`config.mk`:
```
export PLATFORM = sky130hd
export DESIGN_NAME = sync_slave_rx
export DESIGN_NICKNAME = d
export VERILOG_FILES = /design/src/rtl/sync_slave_rx_pkg.sv /design/src/rtl/sync_slave_rx_sync.sv /design/src/rtl/sync_slave_rx_shift.sv /design/src/rtl/sync_slave_rx_fifo.sv /design/src/rtl/sync_slave_rx.sv
export SDC_FILE = /design/constraint.sdc
export NUM_CORES = 1
export LEC_CHECK = 0
export ABC_AREA = 1
export BUFFER_PORTS_ARGS = -buffer_cell sky130_fd_sc_hd__buf_2
export CORE_MARGIN = 2
export CORE_UTILIZATION = 45
export CTS_CLUSTER_DIAMETER = 100
export DETAILED_ROUTE_END_ITERATION = 10
export HOLD_SLACK_MARGIN = 0.08
export PLACE_DENSITY = 0.75
export SLEW_MARGIN = 5
export SYNTH_ARGS = -nofsm -noshare
export SYNTH_HDL_FRONTEND = slang
export SYNTH_HIERARCHICAL = 1
export SYNTH_SLANG_ARGS = --single-unit
```
`constraint.sdc`:
```
create_clock -name clk -period 1.7 [get_ports clk]
set_clock_uncertainty 0.1 [all_clocks]
set_input_delay 0.085 -clock clk [delete_from_list [all_inputs] [get_ports clk]]
set_output_delay 0.085 -clock clk [all_outputs]
set_load 0.005 [all_outputs]
```
`src/rtl/sync_slave_rx_pkg.sv`:
```
package sync_slave_rx_pkg;
   localparam logic [1:0] ADDR_CTRL = 2'd0;
   localparam logic [1:0] ADDR_STAT = 2'd1;
   localparam logic [1:0] ADDR_DATA = 2'd2;

   // first field is the most significant bit; port_en sits at bit 0
   typedef struct packed {
      logic irq_en;
      logic nine_bit;
      logic single_rx;
      logic rx_cont;
      logic clk_int;
      logic sync_mode;
      logic port_en;
   } ctrl_t;
endpackage

```
`src/rtl/sync_slave_rx_sync.sv`:
```
module sync_slave_rx_sync #(
   parameter int STAGES = 2
) (
   input  logic clk,
   input  logic rst_n,
   input  logic d_i,
   output logic q_o
);
   logic [STAGES-1:0] chain;

   generate
      for (genvar i = 0; i < STAGES; i++) begin : g_stage
         always_ff @(posedge clk or negedge rst_n) begin
            if (!rst_n) chain[i] <= 1'b0;
            else if (i == 0) chain[i] <= d_i;
            else chain[i] <= chain[(i == 0) ? 0 : i-1];
         end
      end
   endgenerate

   assign q_o = chain[STAGES-1];
endmodule

```
`src/rtl/sync_slave_rx_shift.sv`:
```
module sync_slave_rx_shift #(
   parameter int DATA_W = 8
) (
   input  logic              clk,
   input  logic              rst_n,
   input  logic              clr_i,
   input  logic              bit_en_i,
   input  logic              bit_i,
   input  logic              nine_i,
   output logic              done_o,
   output logic [DATA_W:0]   word_o
);
   localparam int CW = $clog2(DATA_W + 1);
   localparam logic [CW-1:0] LAST8 = CW'(DATA_W - 1);
   localparam logic [CW-1:0] LAST9 = CW'(DATA_W);

   logic [DATA_W:0] sh_q, sh_nx;
   logic [CW-1:0]   cnt_q;
   logic [CW-1:0]   last;

   assign last = nine_i ? LAST9 : LAST8;

   always_comb begin
      sh_nx = sh_q;
      sh_nx[cnt_q] = bit_i;
   end

   always_ff @(posedge clk or negedge rst_n) begin
      if (!rst_n) begin
         sh_q   <= '0;
         cnt_q  <= '0;
         done_o <= 1'b0;
         word_o <= '0;
      end else begin
         done_o <= 1'b0;
         if (clr_i) begin
            sh_q  <= '0;
            cnt_q <= '0;
         end else if (bit_en_i) begin
            if (cnt_q == last) begin
               cnt_q  <= '0;
               sh_q   <= '0;
               done_o <= 1'b1;
               word_o <= nine_i ? sh_nx : {1'b0, sh_nx[DATA_W-1:0]};
            end else begin
               sh_q  <= sh_nx;
               cnt_q <= cnt_q + 1'b1;
            end
         end
      end
   end
endmodule

```
`src/rtl/sync_slave_rx_fifo.sv`:
```
module sync_slave_rx_fifo #(
   parameter int WIDTH = 9,
   parameter int DEPTH = 2
) (
   input  logic                       clk,
   input  logic                       rst_n,
   input  logic                       clr_i,
   input  logic                       push_i,
   input  logic [WIDTH-1:0]           wdata_i,
   input  logic                       pop_i,
   output logic [WIDTH-1:0]           head_o,
   output logic [$clog2(DEPTH+1)-1:0] count_o
);
   localparam int PW = (DEPTH > 1) ? $clog2(DEPTH) : 1;
   localparam int NW = $clog2(DEPTH + 1);
   localparam logic [PW-1:0] PMAX = PW'(DEPTH - 1);

   logic [WIDTH-1:0] mem [DEPTH];
   logic [PW-1:0]    wp_q, rp_q;
   logic             do_push, do_pop;

   assign do_pop  = pop_i && (count_o != '0);
   assign do_push = push_i && ((count_o != NW'(DEPTH)) || do_pop);
   assign head_o  = mem[rp_q];

   always_ff @(posedge clk or negedge rst_n) begin
      if (!rst_n) begin
         wp_q    <= '0;
         rp_q    <= '0;
         count_o <= '0;
         for (int i = 0; i < DEPTH; i++) mem[i] <= '0;
      end else if (clr_i) begin
         wp_q    <= '0;
         rp_q    <= '0;
         count_o <= '0;
      end else begin
         if (do_push) begin
            mem[wp_q] <= wdata_i;
            wp_q      <= (wp_q == PMAX) ? '0 : wp_q + 1'b1;
         end
         if (do_pop) rp_q <= (rp_q == PMAX) ? '0 : rp_q + 1'b1;
         count_o <= count_o + NW'(do_push) - NW'(do_pop);
      end
   end
endmodule

```
`src/rtl/sync_slave_rx.sv`:
```
module sync_slave_rx
   import sync_slave_rx_pkg::*;
#(
   parameter int DATA_W      = 8,
   parameter int FIFO_DEPTH  = 2,
   parameter int SYNC_STAGES = 2
) (
   input  logic              clk,
   input  logic              rst_n,
   input  logic              sclk_i,
   input  logic              sdat_i,
   input  logic              reg_wr,
   input  logic              reg_rd,
   input  logic [1:0]        reg_addr,
   input  logic [DATA_W-1:0] reg_wdata,
   output logic [DATA_W-1:0] reg_rdata,
   output logic              irq_o
);
   localparam int CNT_W = $clog2(FIFO_DEPTH + 1);
   localparam int CTL_W = $bits(ctrl_t);

   generate
      if (DATA_W < CTL_W) begin : g_bad_w
         $error("DATA_W must hold the control register");
      end
      if (FIFO_DEPTH < 1) begin : g_bad_d
         $error("FIFO_DEPTH must be at least 1");
      end
      if (SYNC_STAGES < 2) begin : g_bad_s
         $error("SYNC_STAGES must be at least 2");
      end
   endgenerate

   ctrl_t             ctrl_q;
   logic              ovr_q;
   logic              sclk_s, sdat_s, sclk_prev;
   logic              active, rise, done;
   logic [DATA_W:0]   word, head;
   logic [CNT_W-1:0]  fifo_cnt;
   logic              fifo_full, pop, push, port_en, rx_cont;

   assign port_en = ctrl_q.port_en;
   assign rx_cont = ctrl_q.rx_cont;
   assign active  = ctrl_q.port_en && ctrl_q.sync_mode && !ctrl_q.clk_int && ctrl_q.rx_cont;

   sync_slave_rx_sync #(.STAGES(SYNC_STAGES)) u_sclk_sync (
      .clk(clk), .rst_n(rst_n), .d_i(sclk_i), .q_o(sclk_s));
   sync_slave_rx_sync #(.STAGES(SYNC_STAGES)) u_sdat_sync (
      .clk(clk), .rst_n(rst_n), .d_i(sdat_i), .q_o(sdat_s));

   always_ff @(posedge clk or negedge rst_n) begin
      if (!rst_n) sclk_prev <= 1'b0;
      else        sclk_prev <= sclk_s;
   end
   assign rise = sclk_s && !sclk_prev;

   sync_slave_rx_shift #(.DATA_W(DATA_W)) u_shift (
      .clk(clk), .rst_n(rst_n),
      .clr_i(!active),
      .bit_en_i(rise && active && !ovr_q),
      .bit_i(sdat_s),
      .nine_i(ctrl_q.nine_bit),
      .done_o(done),
      .word_o(word));

   assign pop       = reg_rd && (reg_addr == ADDR_DATA);
   assign fifo_full = (fifo_cnt == CNT_W'(FIFO_DEPTH));
   assign push      = done && !ovr_q && active;

   sync_slave_rx_fifo #(.WIDTH(DATA_W + 1), .DEPTH(FIFO_DEPTH)) u_fifo (
      .clk(clk), .rst_n(rst_n),
      .clr_i(!ctrl_q.port_en),
      .push_i(push),
      .wdata_i(word),
      .pop_i(pop),
      .head_o(head),
      .count_o(fifo_cnt));

   always_ff @(posedge clk or negedge rst_n) begin
      if (!rst_n) begin
         ctrl_q <= '0;
         ovr_q  <= 1'b0;
      end else begin
         if (reg_wr && reg_addr == ADDR_CTRL) ctrl_q <= reg_wdata[CTL_W-1:0];
         if (!ctrl_q.port_en || !ctrl_q.rx_cont) ovr_q <= 1'b0;
         else if (push && fifo_full && !pop) ovr_q <= 1'b1;
      end
   end

   always_comb begin
      reg_rdata = '0;
      case (reg_addr)
         ADDR_CTRL: reg_rdata[CTL_W-1:0] = ctrl_q;
         ADDR_STAT: begin
            reg_rdata[0] = (fifo_cnt != '0);
            reg_rdata[1] = ovr_q;
            reg_rdata[2] = (fifo_cnt != '0) && head[DATA_W];
         end
         ADDR_DATA: if (fifo_cnt != '0) reg_rdata = head[DATA_W-1:0];
         default:   reg_rdata = '0;
      endcase
   end

   assign irq_o = (fifo_cnt != '0) && ctrl_q.irq_en;
endmodule

```
Word level (Yosys, flattened, before mapping)
Cells that the tools add are included.
W data, S select, Z words.
- bits in read-only memories: 0
- output and inout bits: 9
- memories: 0
- register bits: 58
- input port bits: 16
- bits in latches: 0
- bits in writable memories: 0
- reductions and logical operators: 31
- magnitude comparators: 5
- equality and inequality tests: 8
- multipliers: 0
- div/mod/pow operators: 0
- shift operators: 0
- bitwise operators: 2
- $add $sub $neg: 5
- muxes and demuxes: 33
- operators with widths (operator ; count):
    $mux W9 ; 8
    $bwmux W18 ; 1
    $logic_and A1 B1 Y1 ; 18
    $mux W4 ; 4
    $mux W1 ; 13
    $bwmux W9 ; 1
    $demux W9 S1 ; 1
    $pmux W3 S3 ; 1
    $mux W8 ; 1
    $pmux W4 S2 ; 1
    $logic_not A1 Y1 ; 6
    $ne A2 B1 Y1 const B ; 3
    $lt A4 B5 Y1 const B ; 1
    $add A4 B1 Y4 const B ; 1
    $demux W1 S4 ; 1
    $eq A2 B2 Y1 const B ; 2
    $eq A4 B4 Y1 ; 1
    $ge A2 B2 Y1 const B ; 2
    $ge A4 B1 Y1 const B ; 1
    $not A1 Y2 ; 2
    $reduce_bool A2 Y1 ; 2
    $reduce_and A3 Y1 ; 1
    $add A1 B1 Y1 const B ; 2
    $add A2 B1 Y2 ; 1
    8 further kinds ; 9

Logic depth before layout (Yosys ltp)
Gate-level depths: netlist of run 1.
- depth after elaboration: 8
- gate-level depth with buffers: 13
- depth with buffers taken out: 12

By module
The synthesis of run 1 kept the hierarchy.
- modules (own cells, without submodules) (module ; area an instance (µm²) ; cells an instance ; times used):
    sync_slave_rx_shift ; 1243.7 ; 157 ; 1
    sync_slave_rx_fifo ; 1132.3 ; 140 ; 1
    sync_slave_rx ; 531.8 ; 72 ; 1
    sync_slave_rx_sync ; 50.0 ; 2 ; 2

Worst setup path after synthesis of run 1
OpenSTA, ideal clock, no wires.
- path type: register to register
- start: reg ctrl_q[2] in the netlist's numbering
- end: reg u_fifo.count_o[0]
- clock period less this slack: 1.869 ns
- stages on the path, launching flop included: 11
- arrival: 1.640 ns
- path slack: -0.169 ns
- library setup time: 0.128 ns
- cells stage by stage: dfrtp_1 > nor2_1 > nand2_1 > nor2_2 > buf_4 > nand2_1 > ha_1 > inv_1 > ha_1 > inv_1 > nor2_1
- longest elaborated chain between the ends: 8
- ends and longest elaborated chain (what ; RTL line ; text):
    start: declaration ; sync_slave_rx.sv:34 ; ctrl_t ctrl_q;
    start signal: assignment ; sync_slave_rx.sv:84 ; if (reg_wr && reg_addr == ADDR_CTRL) ctrl_q <= reg_wdata[CTL_W-1:0];
    $logic_not A1 Y1 ; sync_slave_rx.sv:44 ; assign active = ctrl_q.port_en && ctrl_q.sync_mode && !ctrl_q.clk_int && ctrl_q.rx_cont;
    $logic_and A1 B1 Y1 (2 in a row) ; sync_slave_rx.sv:44 ;
    $logic_and A1 B1 Y1 ; sync_slave_rx.sv:68 ; assign push = done && !ovr_q && active;
    via push ; sync_slave_rx.sv:40 ; logic fifo_full, pop, push, port_en, rx_cont;
    $logic_and A1 B1 Y1 ; sync_slave_rx_fifo.sv:23 ; assign do_push = push_i && ((count_o != NW'(DEPTH)) || do_pop);
    $add A2 B1 Y2 ; sync_slave_rx_fifo.sv:42 ; count_o <= count_o + NW'(do_push) - NW'(do_pop);
    $sub A2 B1 Y2 ; sync_slave_rx_fifo.sv:42 ;
    $mux W2 ; sync_slave_rx_fifo.sv:32 ; end else if (clr_i) begin
    end signal: assignment ; sync_slave_rx_fifo.sv:42 ;
    end: declaration ; sync_slave_rx_fifo.sv:12 ; output logic [$clog2(DEPTH+1)-1:0] count_o
The timed path passes the listed nets, and every way through them passes these cells.
A chain may end at the register's enable or synchronous reset.

Worst setup path in the final report of run 1
- start: reg ctrl_q[1] in the netlist's numbering
- end: reg u_shift.word_o[7]
- longest elaborated chain between the ends: 6
- ends and longest elaborated chain (what ; RTL line ; text):
    $logic_and A1 B1 Y1 (*) (3 in a row) ; sync_slave_rx.sv:44 ;
    $logic_and A1 B1 Y1 (2 in a row) ; sync_slave_rx.sv:60 ; .bit_en_i(rise && active && !ovr_q),
    $reduce_and A3 Y1 (no line) (*) ; -- ;
    end signal: assignment ; sync_slave_rx_shift.sv:44 ; word_o <= nine_i ? sh_nx : {1'b0, sh_nx[DATA_W-1:0]};
    end: declaration ; sync_slave_rx_shift.sv:11 ; output logic [DATA_W:0] word_o
Mark *: on every way between the ends. The rest lies on a longest branch, timed or not.

==> results of run 1 <==
==> metal layers <==
layer  vias up  track usage
li1       1348            -
met1      1291        0.243
met2        96        0.354
met3        14       0.0626
met4         0       0.0779
met5         -            0
==> power by group <==
group	switching (mW)	total, mW	leakage (nW)	internal, mW
clock	0.512	1.07	0.0872	0.562
combinational	0.174	0.287	1.14	0.113
sequential	0.0271	1.44	0.782	1.41
total	0.713	2.80	2.01	2.09
==> sequential cells by signal, indices dropped and copies added (netlist names) <==
name               count
u_sdat_sync/q_o        1
u_shift/cnt_q          4
ctrl_q                 5
u_fifo/rp_q            1
u_sclk_sync/q_o        1
u_fifo/wp_q            1
port_en                1
u_shift/sh_q           9
rx_cont                1
u_shift/done_o         1
u_fifo/mem            18
sclk_prev              1
ovr_q                  1
u_fifo/count_o         2
u_sclk_sync/chain      1
u_shift/word_o         9
u_sdat_sync/chain      1
==> kinds of logic (layout without fill, tap and decap cells) <==
logic type,Yosys count,count (layout),synth area share
AO/OA/AOI/OAI,19,19,0.0366
buffers and inverters,43,108,0.0632
adder cells (fa/ha/maj),6,6,0.0250
AND/OR/NAND/NOR,247,248,0.393
flip-flops,58,58,0.483
==> path summary, 6_finish.rpt <==
kind / startpoint / end / slack [ns] / cells after the start
max in group asynchronous: rst_n / u_shift/word_o[3] / 0.81 / 3
worst min register to register: u_sdat_sync/chain[0] / u_sdat_sync/q_o / 0.25 / 0
min in group asynchronous: rst_n / u_fifo/count_o[1] / 0.12 / 2
worst min-delay path: reg_addr[0] / ctrl_q[6] / 0.10 / 4
worst max register to register: ctrl_q[1] / u_shift/word_o[7] / -0.006 / 10
worst max-delay path: ctrl_q[1] / u_shift/word_o[7] / -0.006 / 10
==> worst max-delay path: stages, from the launching register on <==
cell and delay (ns):
dfrtp_1 0.36, inv_2 0.06, nor2_4 0.12, nand2_4 0.09, nor4_4 0.17, inv_1 0.12, nor2_4 0.20, buf_12 0.17
nand2_4 0.07, nand2_1 0.08, nand2_1 0.05
==> Yosys cell counts (3+ instances only) <==
cell and n:
o21ai_0 4, a21oi_1 9, a22o_1 3, clkbuf_1 3, nand3_1 31, nand2_4 3
ha_1 6, nor2_4 6, inv_2 4, dfrtp_1 58, nand4_1 32, nand3_4 3
nor2_1 12, nand2_1 153, buf_2 5, inv_1 25
==> timing repair <==
item,CTS,global route
hold buffers,19,0
cloned,0,3
pin swaps,0,5
hold endpoints to repair,68,0
gates resized for setup,3,22
endpoints found under the setup margin,14,42
buffers inserted,0,2
==> cell type report <==
type	count	area (sq um)
Multi-Input combinational cell	273	1500
Inverter	31	121
Tap cell	77	96.3
Timing Repair Buffer	61	512
Fill cell	528	2580
Clock inverter	3	15.0
Clock buffer	13	149
Sequential cell	58	1450
==> metrics, run 1 <==
RSZ-0062 raised after global routing true; layout cell share with drive strength beyond 1 0.228; Longest Clk Path Bufs 2; Async S/R FF share, synth 1.00; top_reg_cell synth dfrtp_1; Mapped Avg Cell Area around 8 sq um; highest metal used met4; Distinct cells, synth 26; global-route wire length before repair approximately 12000 um; clock insertion delay at the later pin of the skew report 0.34 ns; die extent in x around 86 um; Post-Syn Area 3010 sq um; M1 wire length around 3100 um; Ys Warns 6; Synth area leader dfrtp_1; startpoint types register; hpwl dp 4640 um; TritonRoute pass-1 iters 7; WHS 0.104 ns; total CTS buffers 9; Vias about 2700; worst-margin pin slew approximately 0.47 ns; Overall Global Routing Usage 0.206; Root Buffer clkbuf_8; Final Power between 2 and 3 mW; wire per inst about 14 um; # Max-Cap Violations 0; highest clock rate ~590 MHz; Tcrit/Tclk final 1.00; DR vias/cell between 5 and 6; placed insts about 480; Final WS setup -0.00585 ns; commonest non-fill, non-tap cell in the layout nand2_1; layout overhead on the synthesized area 27.8%; Critical Path AT between 1.5 and 2 ns; Syn Nets roughly 400; io pins 25; Cell Rows 29; Core Box Area 6420 sq um; # nets final 456; clock-pin slew on the worst setup and hold paths approximately 0.070 ns; most frequent cells in the layout nand2_1, dfrtp_1, nand4_1; final hold vios 0; H-tree Lvls 3; CP Capture Type register; Die Y 85.8 um; synthesized flop and latch total slightly below 60; class of the most critical hold timing path in2reg; drc violations 2; synthesized instance count between 300 and 400; CTS sink count between 50 and 60; crit path time final between 1.5 and 2 ns; Pins Over Slew Limit 0; Final TNS setup -0.0100 ns; leakage 2.01 nW; die area around 7400 sq um; worst-path fanout max 7; GPL Wtd Cong 0.964; # diodes 0; register area share after synthesis 0.483; Post-synth EDFFs 0; status finished, violations left; top post-synthesis cells by area dfrtp_1, nand2_1, nand4_1; CP required 1.82 ns; Port-buffer cells 23; Iteration-0 DRC Markers ~170; Setup WS pre-CTS -0.0127 ns; met2 WL roughly 3800 um; vias in the first global route about 2600; Post-DRT Antenna Nets 0; initial antenna violation count 0; # setup viols final 2; Peak supply drop about 490 uV; design area roughly 3800 sq um; failing checks DRC, setup timing; Routed WL between 7000 and 8000 um; Core Util, Final 0.599; dpl cell area 3330 sq um; Synth top area share 0.483; CTS tree yes; power per cell area roughly 730 nW/um^2; Initial Util 0.468; pin count of the biggest net entering global routing 41; Setup Crit Path Kind reg2reg; Finished Layout Cells about 520; GRT Residual Overflow 0; WL met3 around 360 um; Slew HR 0.687
No activity file was read; power rests on OpenSTA's default activity.
==> run 2, diff against run 1 <==
--- a/config.mk
+++ b/config.mk
@@ -16,5 +16,4 @@
 export SLEW_MARGIN = 5
 export SYNTH_ARGS = -nofsm -noshare
 export SYNTH_HDL_FRONTEND = slang
-export SYNTH_HIERARCHICAL = 1
 export SYNTH_SLANG_ARGS = --single-unit
==> run 2 against run 1 <==
- the run now ends clean
- combinational power fell by 25%
- register-to-register slack better by 0.08 ns
- via count is 19% lower
- critical path depth is 4 lower
- area after synthesis decreased by 5.8%
- fmax grew 3.8%
- cell count down 12%
- critical path type is now reg2out
- largest power group unchanged
- highest routed layer unchanged
==> metrics, run 2 <==
most common cell in the netlist nand2_1; Clk pwr share 0.418; hpwl dp about 3900 um; clock insertion delay at the later pin of the skew report ~0.34 ns; DR vias/cell about 4.9; RSZ-0062 raised after global routing true; Tcrit/Tclk final 0.966; power share of the combinational group 0.075; Distinct cells, synth 25; Reg2Reg Capture Point u_fifo.count_o[1]; Longest Clk Path Bufs 2; Root Buffer clkbuf_8; Port-buffer cells 23; CP endpoint reg_rdata[0]; global-route wire length before repair around 10000 um; synthesized instance count approximately 330; die area roughly 6900 sq um; leakage 1.69 nW; Syn Nets 350; Async S/R FF share, synth 1.00; startpoint types register; total CTS buffers 9; Finished Layout Cells between 400 and 500; Core Box Area around 6000 sq um; delay-heaviest family, CP flip-flops; layout overhead on the synthesized area 20.5%; source of the critical timing path u_fifo.count_o[1]; Sw Ratio 0.248; NetSw just over 0.7 mW; internal power ~2.1 mW; origin of the critical flop-to-flop path u_fifo.count_o[1]; GPL Wtd Cong about 0.84; CTS tree yes; CP required 1.51 ns; reg2reg setup slack 0.07 ns; initial antenna violation count 0; critical path depth 6; # diodes 0; synth cell count leaders nand2_1, dfrtp_1, inv_1, nor2_1, o21ai_2; critical-path cell list nor2_4 -> nor3_4 -> buf_6 -> a21oi_2 -> o21ai_1 -> buf_2; TritonRoute pass-1 iters 4; # setup viols final 0; # Max-Cap Violations 0; Worst Reg2Reg Path Length in Cells 7; CP Capture Type output pin; # nets final slightly below 400; max reg flops 18; drc violations 0; Iteration-0 DRC Markers around 100; status completed; Ys Warns 0; Die Y 83.3 um; die extent in x about 83 um; clock-pin slew on the worst setup and hold paths 0.07 ns; Setup Crit Path Kind reg2out; class of the most critical hold timing path in2reg; crit path time final around 1.6 ns; Peak supply drop approximately 430 uV; worst-path fanout max 4; design area around 3400 sq um; Synth top area share 0.512; Mapped Avg Cell Area ~8.6 sq um; synthesized flop and latch total between 50 and 60; Overall Global Routing Usage 0.187; highest clock rate slightly above 600 MHz; Critical Path AT approximately 1.5 ns; commonest non-fill, non-tap cell in the layout nand2_1; register with the most flip-flops u_fifo.mem; Routed WL just under 6000 um; power per cell area between 800 and 900 nW/um^2; layout cell share with drive strength beyond 1 0.228; Buf/Inv on CP 2; Final Power 2.85 mW; dpl cell area around 3000 sq um; top post-synthesis cells by area dfrtp_1, nand2_1, o21ai_2; vias in the first global route around 2200; Critical Path Slowest Stage Cell dfrtp_1; GRT Residual Overflow 0; Post-DRT Antenna Nets 0; top_reg_cell synth dfrtp_1; Pins Over Slew Limit 0; Cell Rows 28; Vias about 2200; wire per inst ~13 um; Post-synth EDFFs 0; CTS sink count between 50 and 60; placed insts around 420; H-tree Lvls 3; Post-Syn Area between 2000 and 3000 sq um; Core Util, Final 0.570; final hold vios 0; worst-margin pin slew around 0.37 ns; biggest regs u_fifo.mem (18), u_shift.sh_q (9), u_shift.word_o (9); io pins 25; register area share after synthesis 0.512; Synth area leader dfrtp_1; most frequent cells in the layout nand2_1, dfrtp_1, inv_1; Slew HR 0.752; Seq pwr share 0.506; Initial Util 0.473; pin count of the biggest net entering global routing just under 60; CP peak stage delay 0.43 ns
run 2: changes by cell type after synthesis, sizes merged, moves of 3 or more:
cell,change
nand2,-33
nand4,-31
o21ai,+29
nand3,-17
inv,+5
mux2i,+4
a22o,-3
buf,-3
mux2,+3
run 2: worst reg2reg max path: stages (launching register included):
cell	delay, ns
dfrtp_1	0.43
nor2_4	0.18
nor2_1	0.11
ha_1	0.29
inv_1	0.04
ha_1	0.18
o21ai_0	0.15
a21oi_1	0.05
run 2: cell families (layout without fill, tap and decap cells):
logic type	count (synthesis)	in the layout	synth area share
compound gates	47	47	0.111
buf+inv	43	93	0.0671
xor+xnor	2	2	0.00618
fa+ha+maj	6	6	0.0265
simple gates	165	165	0.251
mux	7	7	0.0261
flops	58	58	0.512
run 2: cell type report:
type | count | area (sq um)
inverters | 36 | 139
flip-flops and latches | 58 | 1450
repair buffers | 40 | 287
clock inverters | 4 | 25.0
clock buffers | 12 | 165
repair inverters | 1 | 7.51
well taps | 75 | 93.8
multi-input cells | 227 | 1240
fillers | 523 | 2580
run 2: power groups by stage:
stage	clock network [mW]	registers (mW)	logic (mW)
6_report	1.19	1.44	0.214
3_3_place_gp	0	1.47	0.179
5_1_grt	1.29	1.45	0.240
4_1_cts	1.23	1.44	0.205
2_1_floorplan	0	1.47	0.0861
3_5_place_dp	0	1.47	0.182
run 2: how the worst min path moves through the flow:
stage                     slack, ns        start  depth (start not counted)           endpoint
after floorplan               -0.31        rst_n                          0          ctrl_q[1]
after global placement         0.01        rst_n                          2  u_fifo.count_o[1]
after detailed placement       0.01        rst_n                          2  u_fifo.count_o[1]
after CTS                      0.09  reg_addr[0]                          5              ovr_q
after global routing           0.17  reg_addr[0]                          5              ovr_q
final                          0.14  reg_addr[0]                          5              ovr_q
run 2: through the flow:
stage	setup slack [ns]	TNS [ns]	hold slack (ns)
after floorplan	0.159	0	-0.311
after global placement	0.00155	0	0.0145
after detailed placement	-0.0649	-0.572	0.0133
after CTS	-0.00298	-0.00298	0.0937
after global routing	-0.0278	-0.0292	0.166
final	0.0571	0	0.140
run 2: timing repair:
item,4_1_cts,5_1_grt
cloned,0,1
hold buffers,11,0
resized for setup,5,16
pin swaps,1,3
endpoints found under the hold margin,68,0
setup buffers,1,0
endpoints found under the setup margin,16,20
run 2: metal layers:
layer	wire length (um)	part of all wire	track usage
met1	2720	0.46	0.242
met3	269	0.045	0.0626
met5	0	0	0
met2	2840	0.48	0.292
met4	89	0.015	0.0686
==> run 3, diff against run 2 <==
--- a/config.mk
+++ b/config.mk
@@ -7,12 +7,14 @@
 export LEC_CHECK = 0
 export ABC_AREA = 1
 export BUFFER_PORTS_ARGS = -buffer_cell sky130_fd_sc_hd__buf_2
+export CELL_PAD_IN_SITES_DETAIL_PLACEMENT = 2
+export CELL_PAD_IN_SITES_GLOBAL_PLACEMENT = 2
 export CORE_MARGIN = 2
-export CORE_UTILIZATION = 45
+export CORE_UTILIZATION = 33
 export CTS_CLUSTER_DIAMETER = 100
 export DETAILED_ROUTE_END_ITERATION = 10
 export HOLD_SLACK_MARGIN = 0.08
-export PLACE_DENSITY = 0.75
+export PLACE_DENSITY = 0.86
 export SLEW_MARGIN = 5
 export SYNTH_ARGS = -nofsm -noshare
 export SYNTH_HDL_FRONTEND = slang
==> run 3 against run 2 <==
- critical path depth up 1
- highest routed layer unchanged
- the flow now finishes with violations (setup timing)
- critical endpoint is now reg_rdata[2]
- sequential cell count unchanged
- global-route usage up 3.2 points
==> metrics, run 3 (synthesis gave the netlist of run 2 again) <==
vias in the first global route 2862; startpoint types register; Pins Over Slew Limit 0; Vias between 2000 and 3000; # diodes 0; # setup viols final 10; clock-pin slew on the worst setup and hold paths around 0.08 ns; Setup Crit Path Kind reg2out; critical-path cell list nor2_4 -> buf_6 -> nor3_4 -> buf_6 -> nand2_2 -> o211ai_1 -> buf_2; max reg flops 18; wire per inst ~22 um; Root Buffer clkbuf_8; final hold vios 0; Port-buffer cells 23; CTS sink count 58; Tcrit/Tclk final 1.05; DR vias/cell between 5 and 6; Final WS setup -0.0845 ns; Core Box Area 8260 sq um; Cell Rows 33; Iteration-0 DRC Markers 70; total CTS buffers 9; io pins 25; origin of the critical flop-to-flop path u_fifo.count_o[0]; layout cell share with drive strength beyond 1 0.315; initial antenna violation count 0; CP Capture Type output pin; highest clock rate approximately 560 MHz; # Max-Cap Violations 0; Die Y 96.7 um; worst-path fanout max 3; delay-heaviest family, CP buffers and inverters; worst-margin pin slew about 0.43 ns; Post-DRT Antenna Nets 0; Initial Util 0.343; H-tree Lvls 3; GPL Wtd Cong 0.842; status finished, violations left; pin count of the biggest net entering global routing 59; Critical Path AT between 1.5 and 2 ns; Buf/Inv on CP 3; TritonRoute pass-1 iters 4; clock insertion delay at the later pin of the skew report 0.36 ns; most frequent cells in the layout nand2_1, dfrtp_1, inv_1; RSZ-0062 raised after global routing true; Most common cell on crit path buf_6; drc violations 0; Peak supply drop between 300 and 400 uV; # nets final between 400 and 500; leakage around 1.9 nW; layout overhead on the synthesized area 32.9%; register with the most flip-flops u_fifo.mem; source of the critical timing path u_fifo.count_o[0]; class of the most critical hold timing path in2async; power per cell area 769 nW/um^2; CP peak stage delay between 0.4 and 0.5 ns; crit path time final 1.78 ns; Final TNS setup -0.460 ns; Longest Clk Path Bufs 2; Critical Path Slowest Stage Cell dfrtp_1; Overall Global Routing Usage 0.218; biggest regs u_fifo.mem (18), u_shift.sh_q (9), u_shift.word_o (9); CTS tree yes; global-route wire length before repair 15700 um; Routed WL 11300 um; commonest non-fill, non-tap cell in the layout nand2_1; die area about 9300 sq um; die extent in x 96.7 um; CP required between 1.5 and 2 ns; Slew HR 0.713; hpwl dp 5680 um; Final Power 2.89 mW; GRT Residual Overflow 0; failing checks setup timing
[run 3: changes by cell type in the layout (fill, tap and decap cells not counted), sizes merged]
cell and delta:
clkbuf +2, nand3 +1, buf +29, inv +1, clkinvlp -2
[run 3: final timing paths]
| path | to | slack [ns] | cells after the start |
|---|---|---|---|
| hold / removal | u_fifo.rp_q | 0.16 | 3 |
| max in group asynchronous | u_shift.cnt_q[3] | 0.99 | 3 |
| hold reg to reg | u_sdat_sync.q_o | 0.25 | 0 |
| min in group clk | ctrl_q[2] | 0.22 | 3 |
| setup reg to reg | u_fifo.count_o[0] | -0.02 | 9 |
| setup / recovery | reg_rdata[2] | -0.08 | 7 |
[run 3: worst min-delay path: stages]
cell           delay [ns]
dlygate4sd3_1        0.53
buf_2                0.14
buf_12               0.28
[run 3: timing repair]
action | in CTS | in global routing
gates resized for setup | 17 | 27
hold buffers | 11 | 0
gates cloned | 0 | 3
setup buffers | 7 | 13
pin swaps | 3 | 7
endpoints found under the setup margin | 19 | 49
hold endpoints to repair | 68 | 0
[run 3: cell type report]
class / count / area (sq um)
timing repair buffer: 70 / 562
sequential: 58 / 1460
inverter: 36 / 139
clock inverter: 3 / 15.0
clock buffer: 13 / 149
multi-input combinational: 228 / 1300
fill: 922 / 4490
tap: 105 / 131
timing repair inverter: 1 / 7.51
[run 3: layer usage]
metal	vias to the layer above	track usage	part of all wire	wire, um
li1	1188	-	-	-
met4	0	0.0650	0.038	432
met1	1325	0.246	0.36	4100
met2	67	0.409	0.57	6440
met5	-	0	0	0
met3	28	0.0484	0.031	352
[run 3: power by group]
part | internal [mW] | leakage, nW | switching, mW | total, mW
Clock | 0.563 | 0.0872 | 0.593 | 1.16
Sequential | 1.42 | 0.773 | 0.0410 | 1.46
Combinational | 0.105 | 0.995 | 0.176 | 0.280
Total | 2.08 | 1.86 | 0.810 | 2.89
[run 3: stage by stage]
step | util | hold WS, ns | worst slack (ns) | area (sq um) | instances
4_1_cts | 0.427 | 0.180 | -0.0239 | 3530 | 498
3_3_place_gp | 0.381 | 0.0156 | -0.0205 | 3150 | 464
2_1_floorplan | - | -0.311 | 0.159 | 2830 | 328
3_5_place_dp | 0.381 | 0.0438 | -0.142 | 3150 | 464
6_report | 0.456 | 0.164 | -0.0845 | 3760 | 514
5_1_grt | 0.456 | 0.189 | -0.152 | 3760 | 514
